**config.mk**
```make
export PLATFORM = sky130hd
export DESIGN_NAME = mdio_cmd_engine
export DESIGN_NICKNAME = d
export VERILOG_FILES = /design/src/rtl/mdio_cmd_engine.sv
export SDC_FILE = /design/constraint.sdc
export NUM_CORES = 1
export LEC_CHECK = 0
export BUFFER_PORTS_ARGS = -buffer_cell sky130_fd_sc_hd__clkbuf_2
export CAP_MARGIN = 20
export CORE_AREA = 3 3 162 164
export CTS_BUF_LIST = sky130_fd_sc_hd__clkbuf_16
export DETAILED_ROUTE_END_ITERATION = 7
export DIE_AREA = 0 0 165 167
export GPL_TIMING_DRIVEN = 0
export HOLD_SLACK_MARGIN = 0.05
export PLACE_DENSITY = 0.45
export SYNTH_ARGS = -nofsm -noshare
export SYNTH_HDL_FRONTEND = slang
export SYNTH_SLANG_ARGS = --single-unit
```
**constraint.sdc**
```tcl
create_clock -name clk -period 2.1 [get_ports clk]
set_clock_uncertainty 0.05 [all_clocks]
set_input_delay 0.21 -clock clk [delete_from_list [all_inputs] [get_ports clk]]
set_output_delay 0.21 -clock clk [all_outputs]
set_load 0.05 [all_outputs]
```
**src/rtl/mdio_cmd_engine.sv**
```systemverilog
module mdio_cmd_engine #(
  parameter int DIV = 8,
  parameter int AW  = 2
) (
  input  logic          clk,
  input  logic          rst_n,
  input  logic [AW-1:0] reg_addr,
  input  logic          reg_wr,
  input  logic          reg_rd,
  input  logic [15:0]   reg_wdata,
  output logic [15:0]   reg_rdata,
  output logic          mdc,
  output logic          mdio_o,
  output logic          mdio_oe,
  input  logic          mdio_i
);
  localparam int CW        = (DIV > 1) ? $clog2(DIV) : 1;
  localparam int LAST_BIT  = 63;
  localparam int TA_BIT    = 46;
  localparam int DATA_BIT  = 48;

  logic [15:0] wdata_q, rdata_q, rx_q;
  logic [4:0]  phy_q, regn_q;
  logic        wr_busy, rd_busy;
  logic [63:0] sh;
  logic [5:0]  idx;
  logic [CW-1:0] div_cnt;
  logic        mdc_q;

  wire busy     = wr_busy | rd_busy;
  wire tick     = busy && (div_cnt == CW'(DIV - 1));
  wire cmd_wr   = reg_wr && (reg_addr == AW'(0));
  wire start_wr = cmd_wr && !busy && reg_wdata[14];
  wire start_rd = cmd_wr && !busy && !reg_wdata[14] && reg_wdata[13];

  assign mdc     = mdc_q;
  assign mdio_o  = sh[63];
  assign mdio_oe = wr_busy || (rd_busy && idx < 6'(TA_BIT));

  always_ff @(posedge clk or negedge rst_n) begin
    if (!rst_n) begin
      wdata_q <= '0; rdata_q <= '0; rx_q <= '0;
      phy_q <= '0; regn_q <= '0;
      wr_busy <= 1'b0; rd_busy <= 1'b0;
      sh <= '0; idx <= '0; div_cnt <= '0; mdc_q <= 1'b0;
    end else begin
      if (reg_wr && reg_addr == AW'(1)) wdata_q <= reg_wdata;
      if (start_wr || start_rd) begin
        phy_q   <= reg_wdata[12:8];
        regn_q  <= reg_wdata[4:0];
        wr_busy <= start_wr;
        rd_busy <= start_rd;
        sh      <= {32'hFFFF_FFFF, 2'b01, start_rd ? 2'b10 : 2'b01,
                    reg_wdata[12:8], reg_wdata[4:0], 2'b10, wdata_q};
        idx     <= '0;
        div_cnt <= '0;
        mdc_q   <= 1'b0;
      end else if (busy) begin
        div_cnt <= tick ? '0 : div_cnt + 1'b1;
        if (tick) begin
          if (!mdc_q) begin
            mdc_q <= 1'b1;
            if (rd_busy && idx >= 6'(DATA_BIT)) rx_q <= {rx_q[14:0], mdio_i};
          end else begin
            mdc_q <= 1'b0;
            if (idx == 6'(LAST_BIT)) begin
              wr_busy <= 1'b0;
              rd_busy <= 1'b0;
              if (rd_busy) rdata_q <= rx_q;
            end else begin
              idx <= idx + 1'b1;
              sh  <= {sh[62:0], 1'b0};
            end
          end
        end
      end
    end
  end

  always_ff @(posedge clk or negedge rst_n) begin
    if (!rst_n) reg_rdata <= '0;
    else if (reg_rd) begin
      case (reg_addr)
        AW'(0):  reg_rdata <= {1'b0, wr_busy, rd_busy, phy_q, 3'b000, regn_q};
        AW'(1):  reg_rdata <= wdata_q;
        AW'(2):  reg_rdata <= rdata_q;
        default: reg_rdata <= '0;
      endcase
    end
  end
endmodule


```
==> results by group, run 1 <==
Die
  • Core footprint: 0.0250 sq mm
  • Horizontal extent of the die: 165 microns
  • Number of placed I/O pins: 42
  • Starting density of the core: 24.9%
  • # rows: 58
  • Die area: 0.0276 sq mm
  • Vertical die dimension: 167 microns

Timing
  • Hold WS: 0.194 ns
  • Period utilisation layout: 100%
  • Count of final max-slew check failures: 0
  • RSZ-0062 raised after global routing: yes
  • Least setup slack across all paths after layout: -0.00496 ns
  • Max Fclk: 0.475 GHz
  • Setup violation total in the final timing report: 2
  • Crit path time final: 2.10 ns
  • Max-Slew Margin vs Limit: 45.5%
  • Worst Tran Pin Value: 0.817 ns
  • Final Hold Fails: 0

Logic synthesis
  • Post-synth top area cell: dfrtp_1
  • Number of synthesis warnings: 0
  • Net count of the mapped netlist: 603
  • Fraction of synthesized cell area taken by the top area cell type: 60.3%
  • Synth top area cells: dfrtp_1 60%, mux2_2 8.7%, nand2_1 8.1%, nand3_1 4.6%, a21oi_1 2.9%
  • Area of the mapped netlist: 0.00622 sq mm
  • Cells after Synth: 577
  • Average footprint of a synthesized cell: 10.8 sq um
  • Number of library cell types mapped by synthesis: 33
  • Portion of the post-synthesis area used by sequential elements: 60.3%
  • Synthesized flop and latch total: 150

Routing
  • DRT Wirelength: 15.7 mm
  • Average vias per placed instance: 4.47
  • Length of the first detailed-routing pass in iterations: 4
  • Remaining DRCs: 0
  • Remaining antenna violation count: 0
  • Iteration-0 DRC Markers: 250
  • Count of vias placed by the detailed router: 4522
  • Average detailed-routed wire length per instance: 15.5 microns

Worst hold path
  • Worst hold path class: input pin to register

Global routing
  • Remaining global-route overflow: 0
  • Maximum number of pins on one net before global-route repair: 87
  • First-pass GRT wire length: 25.2 mm
  • Via count of the first global-routing pass: 4595
  • Antenna violations before repair: 0
  • GRT Resource Usage Total: 11.7%

Clock network
  • Total number of H-tree levels: 4
  • Number of buffers inserted during clock tree synthesis: 17
  • Maximum buffer depth of the clock tree: 2
  • TritonCTS clock tree: yes
  • Clock slew at the register clock pins of the worst setup and hold paths: 0.06 ns
  • Skew-Pair Late Insertion Delay: 0.42 ns
  • Clk sink count: 150
  • Clk root buf: clkbuf_16

Power
  • Post-route total power: 0.00938 W
  • Worst-case vdd ir drop: 0.525 mV
  • Leakage dissipation: 3.70 nW
  • Cell Pwr Density: 1190 mW/mm^2

Cells and area
  • Area Overhead vs Synth: 26.8%
  • # nets final: 695
  • Number of fillers in the final layout: 2576
  • Fraction of layout cells with a size suffix above 1: 25.8%
  • Total inserted antenna cells: 0

Critical path
  • Cell Chain, Critical Path: or2_1 -> buf_6 -> or4_4 -> buf_8 -> and3_4 -> a221o_1
  • Element type at the critical path start: register
  • Arrival time at the worst endpoint: 2.35 ns
  • Library cell contributing the largest single delay on the critical path: or4_4
  • Worst Path Max Fanout: 6
  • WS Path Type: register to register
  • Kind of capture point of the worst setup path: register
  • Largest stage delay, worst path: 0.59 ns
  • Worst endpoint required time: 2.35 ns

Status
  • Result of the run: finished with violations
  • Failing checks: negative setup slack

Flow run
  • Max Cap Viol: 0

Placed design
  • Input/output buffers: 40
  • Placer congestion estimate: 0.743
  • DP HPWL: 10.4 mm
-- critical path: cells and delay by family, from the launching register on --
family / cells / cell delay (ns)
DFF: 1 / 0.40
AOI/OAI and AO/OA: 1 / 0.26
buffers and inverters: 2 / 0.31
and+or+nand+nor: 3 / 0.98
-- routing by layer --
metal | vias to the layer above | share of wire, % | global-route usage (%)
met5 | - | 0 | 0
met4 | 0 | 1.8 | 4.52
met3 | 18 | 2.8 | 1.92
met2 | 69 | 45 | 16.9
met1 | 2259 | 51 | 17.3
li1 | 2176 | - | -
-- final timing paths --
check	cells past startpoint	slack, ns	startpoint	end
max reg2reg	6	-0.005	rd_busy	sh[12]
max	6	-0.005	rd_busy	sh[12]
min in group asynchronous	2	0.29	rst_n	rx_q[9]
max in group asynchronous	3	0.85	rst_n	rd_busy
min	4	0.19	reg_addr[1]	reg_rdata[1]
min reg2reg	2	0.43	phy_q[3]	phy_q[3]
-- flip-flops by register name, indices dropped and copies added, names as in the netlist --
signal,cells
idx,6
rx_q,16
reg_rdata,16
rdata_q,16
phy_q,5
div_cnt,3
wdata_q,16
sh,64
wr_busy,1
mdc,1
regn_q,5
rd_busy,1
-- synthesized netlist by cell type (all sizes together) --
library cell	count
nand2b	1
or2	1
buf	10
nand3b	2
mux2i	15
a22oi	4
and3	16
nor3	2
nor4	1
nor2b	2
a31oi	1
dfrtp	150
a21o	2
xnor2	1
a311o	2
xor2	1
and2	3
clkbuf	27
nand3	57
mux2	48
a21oi	36
o21ai	2
nand4	3
or4	1
a221o	14
nor2	35
or3	1
and4	1
ha	3
nand2	134
a311oi	1
-- placed cells by master, fill, tap and decap left out, types with 2 or more instances in the layout --
master,netlist,routed
and2_1,3,3
a21oi_1,36,36
clkbuf_2,0,45
or4_4,1,2
nor2_4,0,2
nand3_1,57,57
a21o_1,2,2
nor2_1,35,32
o21ai_0,2,2
nor3_1,2,2
nand2_1,134,134
mux2i_1,15,15
clkbuf_4,0,4
and3_4,0,8
buf_8,0,3
clkinv_4,0,2
clkinvlp_4,0,5
nand4_1,3,3
nand3b_1,2,2
clkbuf_1,27,10
clkinv_2,0,5
nor2b_1,2,2
mux2_2,48,48
dlygate4sd3_1,0,19
a221o_1,14,14
dfrtp_1,150,149
clkbuf_16,0,18
ha_2,0,2
buf_2,4,5
a22oi_1,4,4
buf_4,0,13
and3_1,16,8
clkinv_1,0,3
buf_6,3,6
-- through the flow --
step	setup TNS [ns]	util, %	cell area [sq um]	std cells	setup WS, ns
6_report	-0.00743	31.5	7890	1012	-0.00496
5_1_grt	-0.509	31.5	7890	1012	-0.0600
4_1_cts	0	30.9	7730	1003	0.00148
3_5_place_dp	-43.29	27.4	6870	948	-0.706
3_3_place_gp	-353.84	27.3	6840	947	-2.10
2_1_floorplan	0	-	6220	577	0.0356
-- cell families after synthesis --
family / count (synthesis) / share of synthesized area, %
and+or+nand+nor: 260 / 18.4
DFF: 150 / 60.3
muxes: 63 / 11.1
AOI/OAI and AO/OA: 62 / 6.60
buffers and inverters: 37 / 2.67
adders and majority gates: 3 / 0.603
xor gates and xnor gates: 2 / 0.282
-- layout make-up --
type                    instances  area (sq um)  area share (%)
flip-flops and latches        150          3750            47.6
multi-input cells             391          2420            30.6
repair buffers                 73           546            6.92
clock buffers                  17           425            5.39
well taps                     330           413            5.23
plain buffers                  36           243            3.08
clock inverters                15          91.3            1.16
-- report_power, final --
group          switching (W)  internal [W]  leakage (nW)
logic                0.00125       0.00107          1.63
registers           0.000571       0.00379          1.83
clock network        0.00121       0.00148         0.243
-- repair_timing --
item | in CTS | in global routing
setup endpoints to repair | 104 | 88
setup buffers | 5 | 6
pin swaps | 3 | 8
resized for setup | 42 | 32
endpoints found under the hold margin | 98 | 0
cloned | 0 | 3
hold buffers | 19 | 0
(Power assumes the default switching activity.)
==> run 2: changes to the inputs <==
==> config.mk (replaced) <==
export PLATFORM = sky130hd
export DESIGN_NAME = mdio_cmd_engine
export DESIGN_NICKNAME = d
export VERILOG_FILES = /design/src/rtl/mdio_cmd_engine.sv
export SDC_FILE = /design/constraint.sdc
export NUM_CORES = 1
export LEC_CHECK = 0
export CAP_MARGIN = 20
export CORE_AREA = 3 3 162 164
export CTS_BUF_LIST = sky130_fd_sc_hd__clkbuf_16
export DETAILED_ROUTE_END_ITERATION = 7
export DIE_AREA = 0 0 165 167
export DONT_BUFFER_PORTS = 1
export GPL_TIMING_DRIVEN = 0
export HOLD_SLACK_MARGIN = 0.05
export PLACE_DENSITY = 0.43
export SYNTH_ARGS = -nofsm -noshare
export SYNTH_HDL_FRONTEND = slang
export SYNTH_SLANG_ARGS = --single-unit
==> run 2 against run 1 <==
  * The flow finishes with violations (negative hold slack)
  * Register-to-register slack barely moved
  * Worst hold slack got worse by 0.76 ns
  * Setup slack improved by 0.0066 ns
  * Total power rose by 3.5%
  * Wire length fell by 1.6%
  * Sequential share of layout area rose by 0.40 points
  * Critical path type unchanged
  * Critical endpoint is now sh[10]
  * Highest routed layer is now met5
==> results by group, run 2 (synthesis results as in run 1) <==
Status
  • Result of the run: finished with violations (unchanged)
  • Failing checks: negative hold slack (was negative setup slack)

Critical path
  • WS Path Type: register to register (unchanged)
  • Kind of capture point of the worst setup path: register (unchanged)
  • Worst Path Max Fanout: 8 (was 6)
  • R2R depth: 6 (unchanged)
  • Arrival time at the worst endpoint: 2.35 ns (about the same)
  • Critical register-to-register path startpoint: rd_busy (unchanged)
  • Worst endpoint required time: 2.35 ns (about the same)
  • Worst R2R End: sh[10] (was sh[12])
  • R2R setup slack: 0.002 ns (was -0.005 ns)
  • Element type at the critical path start: register (unchanged)

Cells and area
  • Fraction of layout cells with a size suffix above 1: 22.7% (was 25.8%)
  • Area Overhead vs Synth: 25.8% (was 26.8%)
  • Number of flip-flops under the largest register name: 64 (unchanged)
  • # nets final: 665 (was 695)
  • Total inserted antenna cells: 0 (unchanged)
  • Register name with the most flops: sh (unchanged)
  • Leading cell type in the layout, fill and taps excluded: dfrtp_1 (unchanged)
  • Share of the core filled with cells: 31.3% (was 31.5%)
  • Highest-count cells in the layout ignoring fill and taps: 148 x dfrtp_1, 134 x nand2_1, 57 x nand3_1 (was 149 x dfrtp_1, 134 x nand2_1, 57 x nand3_1)

Power
  • Cell Pwr Density: 1240 mW/mm^2 (was 1190 mW/mm^2)
  • Worst-case vdd ir drop: 0.411 mV (was 0.525 mV)
  • Total net switching power: 0.00299 W (was 0.00303 W)
  • Combinational group share of total power: 20.4% (was 24.7%)
  • Proportion of power drawn by flip-flops and latches: 47.5% (was 46.5%)
  • Share of power burned in the clock network: 32.0% (was 28.8%)
  • Leakage dissipation: 3.62 nW (was 3.70 nW)
  • P_int: 0.00671 W (was 0.00635 W)
  • Switching share of power: 30.8% (was 32.3%)

Timing
  • Final sum of negative setup slack: 0 ns (was -0.00743 ns)
  • Max Fclk: 0.477 GHz (was 0.475 GHz)
  • Setup violation total in the final timing report: 0 (was 2)
  • Hold WS: -0.567 ns (was 0.194 ns)
  • Crit path time final: 2.10 ns (about the same)
  • Period utilisation layout: 99.9% (was 100%)
  • Final Hold Fails: 150 (was 0)
  • RSZ-0062 raised after global routing: yes (unchanged)
  • Count of final max-slew check failures: 0 (unchanged)
  • Worst Tran Pin Value: 0.818 ns (was 0.817 ns)
  • Max-Slew Margin vs Limit: 45.5% (about the same)

Clock network
  • Clk root buf: clkbuf_16 (unchanged)
  • Skew-Pair Late Insertion Delay: 0.42 ns (about the same)
  • TritonCTS clock tree: yes (unchanged)
  • Total number of H-tree levels: 4 (unchanged)
  • Clk sink count: 150 (unchanged)
  • Maximum buffer depth of the clock tree: 2 (unchanged)
  • Clock slew at the register clock pins of the worst setup and hold paths: 0.06 ns (about the same)
  • Number of buffers inserted during clock tree synthesis: 17 (unchanged)
  • Cts-stage hold buffer count: 20 (was 19)

Die
  • # rows: 58 (unchanged)
  • Core footprint: 0.0250 sq mm (unchanged)
  • Horizontal extent of the die: 165 microns (unchanged)
  • Die area: 0.0276 sq mm (unchanged)
  • Starting density of the core: 24.9% (unchanged)
  • Number of placed I/O pins: 42 (unchanged)
  • Vertical die dimension: 167 microns (unchanged)

Routing
  • Remaining antenna violation count: 0 (unchanged)
  • Iteration-0 DRC Markers: 335 (was 250)
  • Count of vias placed by the detailed router: 4450 (was 4522)
  • Remaining DRCs: 0 (unchanged)
  • Length of the first detailed-routing pass in iterations: 4 (unchanged)
  • DRT Wirelength: 15.5 mm (was 15.7 mm)
  • Average detailed-routed wire length per instance: 15.8 microns (was 15.5 microns)
  • Average vias per placed instance: 4.53 (was 4.47)

Global routing
  • Global route hottest layer: met2 (was met1)
  • Met2 Use GR: 17.8% (was 16.9%)
  • Met1 capacity usage during global routing: 16.1% (was 17.3%)
  • Via count of the first global-routing pass: 4504 (was 4595)
  • Antenna violations before repair: 1 (was 0)
  • GRT Resource Usage Total: 11.7% (about the same)
  • Maximum number of pins on one net before global-route repair: 151 (was 87)
  • Met3 capacity usage during global routing: 2.91% (was 1.92%)
  • First-pass GRT wire length: 24.9 mm (was 25.2 mm)
  • Remaining global-route overflow: 0 (unchanged)

Placed design
  • Placer congestion estimate: 0.747 (was 0.743)
  • Input/output buffers: 0 (was 40)
  • DP HPWL: 10.4 mm (about the same)

Flow run
  • Max Cap Viol: 0 (unchanged)

Worst hold path
  • Worst hold path class: input pin to asynchronous set/reset pin (was input pin to register)
run 2: final cells by class:
cell class                 count  area [sq um]
multi-input combinational    390          2410
clock buffer                  17           425
buffer                        36           245
sequential                   150          3760
clock inverter                15           174
tap                          330           413
fill                        2539         17200
timing repair buffer          44           402
run 2: timing repair:
| item | in CTS | in global routing |
|---|---|---|
| pin swaps | 3 | 3 |
| gates resized for setup | 39 | 40 |
| setup buffers | 8 | 15 |
| endpoints found under the hold margin | 194 | 150 |
| endpoints found under the setup margin | 104 | 89 |
| cloned | 0 | 1 |
run 2: per-layer routing:
| metal | share of wire (%) | routed length, microns |
|---|---|---|
| met2 | 48 | 7430 |
| met4 | 1.2 | 178 |
| met1 | 47 | 7290 |
| met3 | 3.6 | 563 |
| met5 | 0.084 | 13 |
run 2: how the worst max path moves through the flow:
stage	start	endpoint	slack, ns	depth (start not counted)
floorplan	div_cnt[0]	rx_q[10]	0.04	6
global placement	idx[0]	sh[47]	-0.70	7
detailed placement	mdc	sh[23]	-0.67	6
CTS	rd_busy	sh[13]	0.004	6
global route	rd_busy	sh[10]	-0.04	6
finish	rd_busy	sh[10]	0.002	6
run 2: per-stage QoR:
stage	power [W]	cell area [sq um]	hold slack, ns	worst slack, ns	std cells
final	0.00971	7830	-0.567	0.00168	982
after global routing	0.0103	7830	-0.591	-0.0437	982
after CTS	0.00963	7590	-0.592	0.00381	966
after detailed placement	0.00627	6640	-0.131	-0.674	907
after global placement	0.00619	6640	-0.131	-0.701	907
after floorplan	0.00579	6220	-0.136	0.0356	577
run 2: critical path: stages, from the launching register on:
cell	delay [ns]
dfrtp_2	0.40
or2_1	0.22
buf_6	0.14
or4_4	0.57
clkbuf_16	0.19
and3_4	0.17
a221o_1	0.25
run 2: power groups by stage:
stage / clock network (W) / logic (W) / registers (W)
after floorplan: 0 / 0.00132 / 0.00447
after global placement: 0 / 0.00156 / 0.00464
after detailed placement: 0 / 0.00161 / 0.00467
after global routing: 0.00333 / 0.00227 / 0.00473
final: 0.00311 / 0.00198 / 0.00461
after CTS: 0.00320 / 0.00181 / 0.00461
==> run 3: changes to the inputs <==
--- a/config.mk
+++ b/config.mk
@@ -5,11 +5,12 @@
 export SDC_FILE = /design/constraint.sdc
 export NUM_CORES = 1
 export LEC_CHECK = 0
+export ABC_AREA = 1
 export CAP_MARGIN = 20
-export CORE_AREA = 3 3 162 164
+export CORE_AREA = 3 3 172 174
 export CTS_BUF_LIST = sky130_fd_sc_hd__clkbuf_16
 export DETAILED_ROUTE_END_ITERATION = 7
-export DIE_AREA = 0 0 165 167
+export DIE_AREA = 0 0 175 177
 export DONT_BUFFER_PORTS = 1
 export GPL_TIMING_DRIVEN = 0
 export HOLD_SLACK_MARGIN = 0.05
==> run 3 against run 2 <==
  * The run still ends with negative hold slack left
  * Clock power up 7.7%
  * Sequential share of layout area down 3.4 points
  * Utilization down 1.1 points
  * Via count up 25%
  * Highest routed layer unchanged
==> results by group, run 3 <==
Cells and area
  • Fraction of layout cells with a size suffix above 1: 12.7% (was 22.7%)
  • Non-filler instance count after layout: 1285 (was 982)
  • Highest-count cells in the layout ignoring fill and taps: 373 x nand2_1, 148 x dfrtp_1, 85 x nand3_1 (was 148 x dfrtp_1, 134 x nand2_1, 57 x nand3_1)
  • Register name with the most flops: sh (unchanged)
  • Leading cell type in the layout, fill and taps excluded: nand2_1 (was dfrtp_1)
  • Area Overhead vs Synth: 19.9% (was 25.8%)
  • Number of flip-flops under the largest register name: 64 (unchanged)
  • Final instance area: 0.00843 sq mm (was 0.00783 sq mm)
  • # nets final: 919 (was 665)

Critical path
  • Kind of capture point of the worst setup path: register (unchanged)
  • Largest stage delay, worst path: 0.49 ns (was 0.57 ns)
  • Arrival time at the worst endpoint: 2.23 ns (was 2.35 ns)
  • WS Path Type: register to register (unchanged)
  • Critical register-to-register path startpoint: rd_busy (unchanged)
  • Library cell contributing the largest single delay on the critical path: dfrtp_2 (was or4_4)
  • Crit path buf inv count: 3 (was 2)
  • Gate family responsible for the most delay along the worst path: simple AND/OR/NAND/NOR gates (unchanged)
  • Worst endpoint required time: 2.37 ns (was 2.35 ns)
  • R2R depth: 10 (was 6)
  • Cell Chain, Critical Path: nor2_4 -> inv_2 -> nor2_8 -> o21ai_4 -> buf_4 -> buf_2 -> nand2_1 -> nand2_1 -> nand3_1 -> nand2_1 (was or2_1 -> buf_6 -> or4_4 -> clkbuf_16 -> and3_4 -> a221o_1)
  • Worst R2R End: sh[27] (was sh[10])
  • Most common cell on crit path: nand2_1
  • Worst Path Max Fanout: 10 (was 8)
  • R2R setup slack: 0.13 ns (was 0.002 ns)
  • Element type at the critical path start: register (unchanged)

Clock network
  • Cts-stage hold buffer count: 17 (was 20)
  • Maximum buffer depth of the clock tree: 2 (unchanged)
  • Number of buffers inserted during clock tree synthesis: 17 (unchanged)
  • Total number of H-tree levels: 4 (unchanged)
  • Skew-Pair Late Insertion Delay: 0.44 ns (was 0.42 ns)
  • TritonCTS clock tree: yes (unchanged)
  • Clock slew at the register clock pins of the worst setup and hold paths: 0.07 ns (was 0.06 ns)
  • Clk sink count: 150 (unchanged)
  • Clk root buf: clkbuf_16 (unchanged)

Die
  • Core footprint: 0.0279 sq mm (was 0.0250 sq mm)
  • Vertical die dimension: 177 microns (was 167 microns)
  • Starting density of the core: 25.2% (was 24.9%)
  • Horizontal extent of the die: 175 microns (was 165 microns)
  • Die area: 0.0310 sq mm (was 0.0276 sq mm)
  • Number of placed I/O pins: 42 (unchanged)
  • # rows: 61 (was 58)

Logic synthesis
  • Number of synthesis warnings: 0 (unchanged)
  • Number of library cell types mapped by synthesis: 30 (was 33)
  • Cells after Synth: 848 (was 577)
  • Synthesized flop and latch total: 150 (unchanged)
  • Most repeated cell in the gate-level netlist after synthesis: nand2_1 (was dfrtp_1)
  • Portion of the post-synthesis area used by sequential elements: 53.4% (was 60.3%)
  • Fraction of synthesized cell area taken by the top area cell type: 53.4% (was 60.3%)
  • Synth top area cells: dfrtp_1 53%, nand2_1 20%, nand3_1 6.1%, mux2_2 3.8%, inv_1 3.1% (was dfrtp_1 60%, mux2_2 8.7%, nand2_1 8.1%, nand3_1 4.6%, a21oi_1 2.9%)
  • Commonest cells in the netlist: 374 x nand2_1, 150 x dfrtp_1, 85 x nand3_1, 58 x inv_1, 27 x buf_2 (was 150 x dfrtp_1, 134 x nand2_1, 57 x nand3_1, 48 x mux2_2, 36 x a21oi_1)
  • Fraction of registers with async set or reset after synthesis: 100% (unchanged)
  • Post-synth top area cell: dfrtp_1 (unchanged)
  • Average footprint of a synthesized cell: 8.29 sq um (was 10.8 sq um)
  • Main synth FF type: dfrtp_1 (unchanged)
  • Number of enable-type register cells in the synthesized netlist: 0 (unchanged)
  • Area of the mapped netlist: 0.00703 sq mm (was 0.00622 sq mm)
  • Net count of the mapped netlist: 874 (was 603)

Timing
  • Worst Tran Pin Value: 0.726 ns (was 0.818 ns)
  • Max-Slew Margin vs Limit: 51.6% (was 45.5%)
  • Final Hold Fails: 150 (unchanged)
  • Setup violation total in the final timing report: 0 (unchanged)
  • Count of final max-slew check failures: 0 (unchanged)
  • RSZ-0062 raised after global routing: no (was yes)
  • Period utilisation layout: 93.7% (was 99.9%)
  • Crit path time final: 1.97 ns (was 2.10 ns)
  • Hold WS: -0.582 ns (was -0.567 ns)
  • Max Fclk: 0.508 GHz (was 0.477 GHz)

Routing
  • Average vias per placed instance: 4.34 (was 4.53)
  • Average detailed-routed wire length per instance: 14.7 microns (was 15.8 microns)
  • Remaining DRCs: 0 (unchanged)
  • Iteration-0 DRC Markers: 340 (was 335)
  • Length of the first detailed-routing pass in iterations: 5 (was 4)
  • Count of vias placed by the detailed router: 5578 (was 4450)
  • DRT Wirelength: 18.9 mm (was 15.5 mm)
  • Remaining antenna violation count: 0 (unchanged)

Power
  • Leakage dissipation: 4.33 nW (was 3.62 nW)
  • Worst-case vdd ir drop: 0.551 mV (was 0.411 mV)
  • Cell Pwr Density: 1220 mW/mm^2 (was 1240 mW/mm^2)

Global routing
  • Via count of the first global-routing pass: 5570 (was 4504)
  • Maximum number of pins on one net before global-route repair: 151 (unchanged)
  • Antenna violations before repair: 3 (was 1)
  • First-pass GRT wire length: 31.1 mm (was 24.9 mm)
  • Remaining global-route overflow: 0 (unchanged)
  • GRT Resource Usage Total: 12.8% (was 11.7%)

Status
  • Failing checks: negative hold slack (unchanged)
  • Result of the run: finished with violations (unchanged)

Placed design
  • Placed cell count: 1226 (was 907)
  • Placed standard-cell area: 0.00750 sq mm (was 0.00664 sq mm)
  • Input/output buffers: 0 (unchanged)
  • Placer congestion estimate: 0.726 (was 0.747)
  • DP HPWL: 13.0 mm (was 10.4 mm)

Flow run
  • Max Cap Viol: 0 (unchanged)

Worst hold path
  • Worst hold path class: input pin to asynchronous set/reset pin (unchanged)
[run 3: changes by cell type after synthesis, sizes merged, moves of 17 or more]
cell	delta
mux2	-24
nor2	-17
nand2	+241
o21ai	+21
o211ai	+25
a21oi	-34
nand3	+28
buf	+23
inv	+60
[run 3: layout make-up]
class                           instances  area (sq um)
Clock buffer                           17           425
Timing Repair Buffer                   26           250
Inverter                               60           225
Antenna cell                            1          2.50
Clock inverter                         15           210
Sequential cell                       150          3760
Multi-Input combinational cell        587          2840
Fill cell                            3013         19500
Tap cell                              378           473
Buffer                                 51           249
[run 3: worst reg2reg max path, cell delays in order (launching register included)]
cell and delay (ns):
dfrtp_2 0.49, nor2_4 0.17, inv_2 0.10, nor2_8 0.15, o21ai_4 0.13, buf_4 0.23, buf_2 0.22, nand2_1 0.11
nand2_1 0.08, nand3_1 0.08, nand2_1 0.06
[run 3: metrics by stage]
step / utilization (%) / hold slack, ns / setup WS, ns / setup TNS [ns] / power [W]
floorplan: - / -0.136 / 0.389 / 0 / 0.00624
detailed placement: 26.9 / -0.120 / -0.196 / -13.95 / 0.00692
finish: 30.2 / -0.582 / 0.133 / 0 / 0.0103
global placement: 26.9 / -0.116 / -0.207 / -14.76 / 0.00690
global route: 30.2 / -0.597 / 0.0213 / 0 / 0.0111
CTS: 29.8 / -0.597 / 0.00773 / 0 / 0.0104
[run 3: worst max-delay path by stage]
stage / from / end / slack, ns / depth (start not counted)
floorplan: idx[0] / sh[63] / 0.39 / 8
global placement: rd_busy / sh[17] / -0.21 / 9
detailed placement: rd_busy / sh[17] / -0.20 / 9
CTS: idx[1] / rdata_q[1] / 0.008 / 7
global route: rd_busy / rx_q[14] / 0.02 / 8
finish: rd_busy / sh[27] / 0.13 / 10
[run 3: logic make-up (layout without fill, tap and decap cells)]
logic type               Yosys count  in the layout  synth area share (%)
buffers and inverters            111            169                  6.62
AO/OA/AOI/OAI                     55             55                  5.36
other                              0              1                     0
flip-flops                       150            150                  53.4
multiplexers                      24             24                  3.85
AND/OR/NAND/NOR                  501            501                  29.7
XOR/XNOR                           4              4                 0.499
adder cells (fa/ha/maj)            3              3                 0.534
[run 3: power breakdown]
part / total (W) / internal [W] / switching, W / leakage, nW
clock: 0.00335 / 0.00193 / 0.00143 / 0.305
sequential: 0.00449 / 0.00367 / 0.000818 / 1.89
combinational: 0.00246 / 0.000925 / 0.00153 / 2.14
[run 3: per-layer routing]
metal | share of wire [%] | routed length, microns | vias up | track usage, %
met5 | 0.11 | 21 | - | 0
met1 | 50 | 9360 | 2677 | 17.8
li1 | - | - | 2814 | -
met3 | 4.8 | 910 | 16 | 3.45
met4 | 1.1 | 214 | 4 | 3.89
met2 | 44 | 8370 | 67 | 19.5
[run 3: what timing repair did]
| action | in CTS | in global routing |
|---|---|---|
| buffers inserted | 1 | 8 |
| endpoints found under the hold margin | 175 | 150 |
| pin swaps | 1 | 2 |
| resized for setup | 5 | 9 |
| setup endpoints to repair | 87 | 97 |
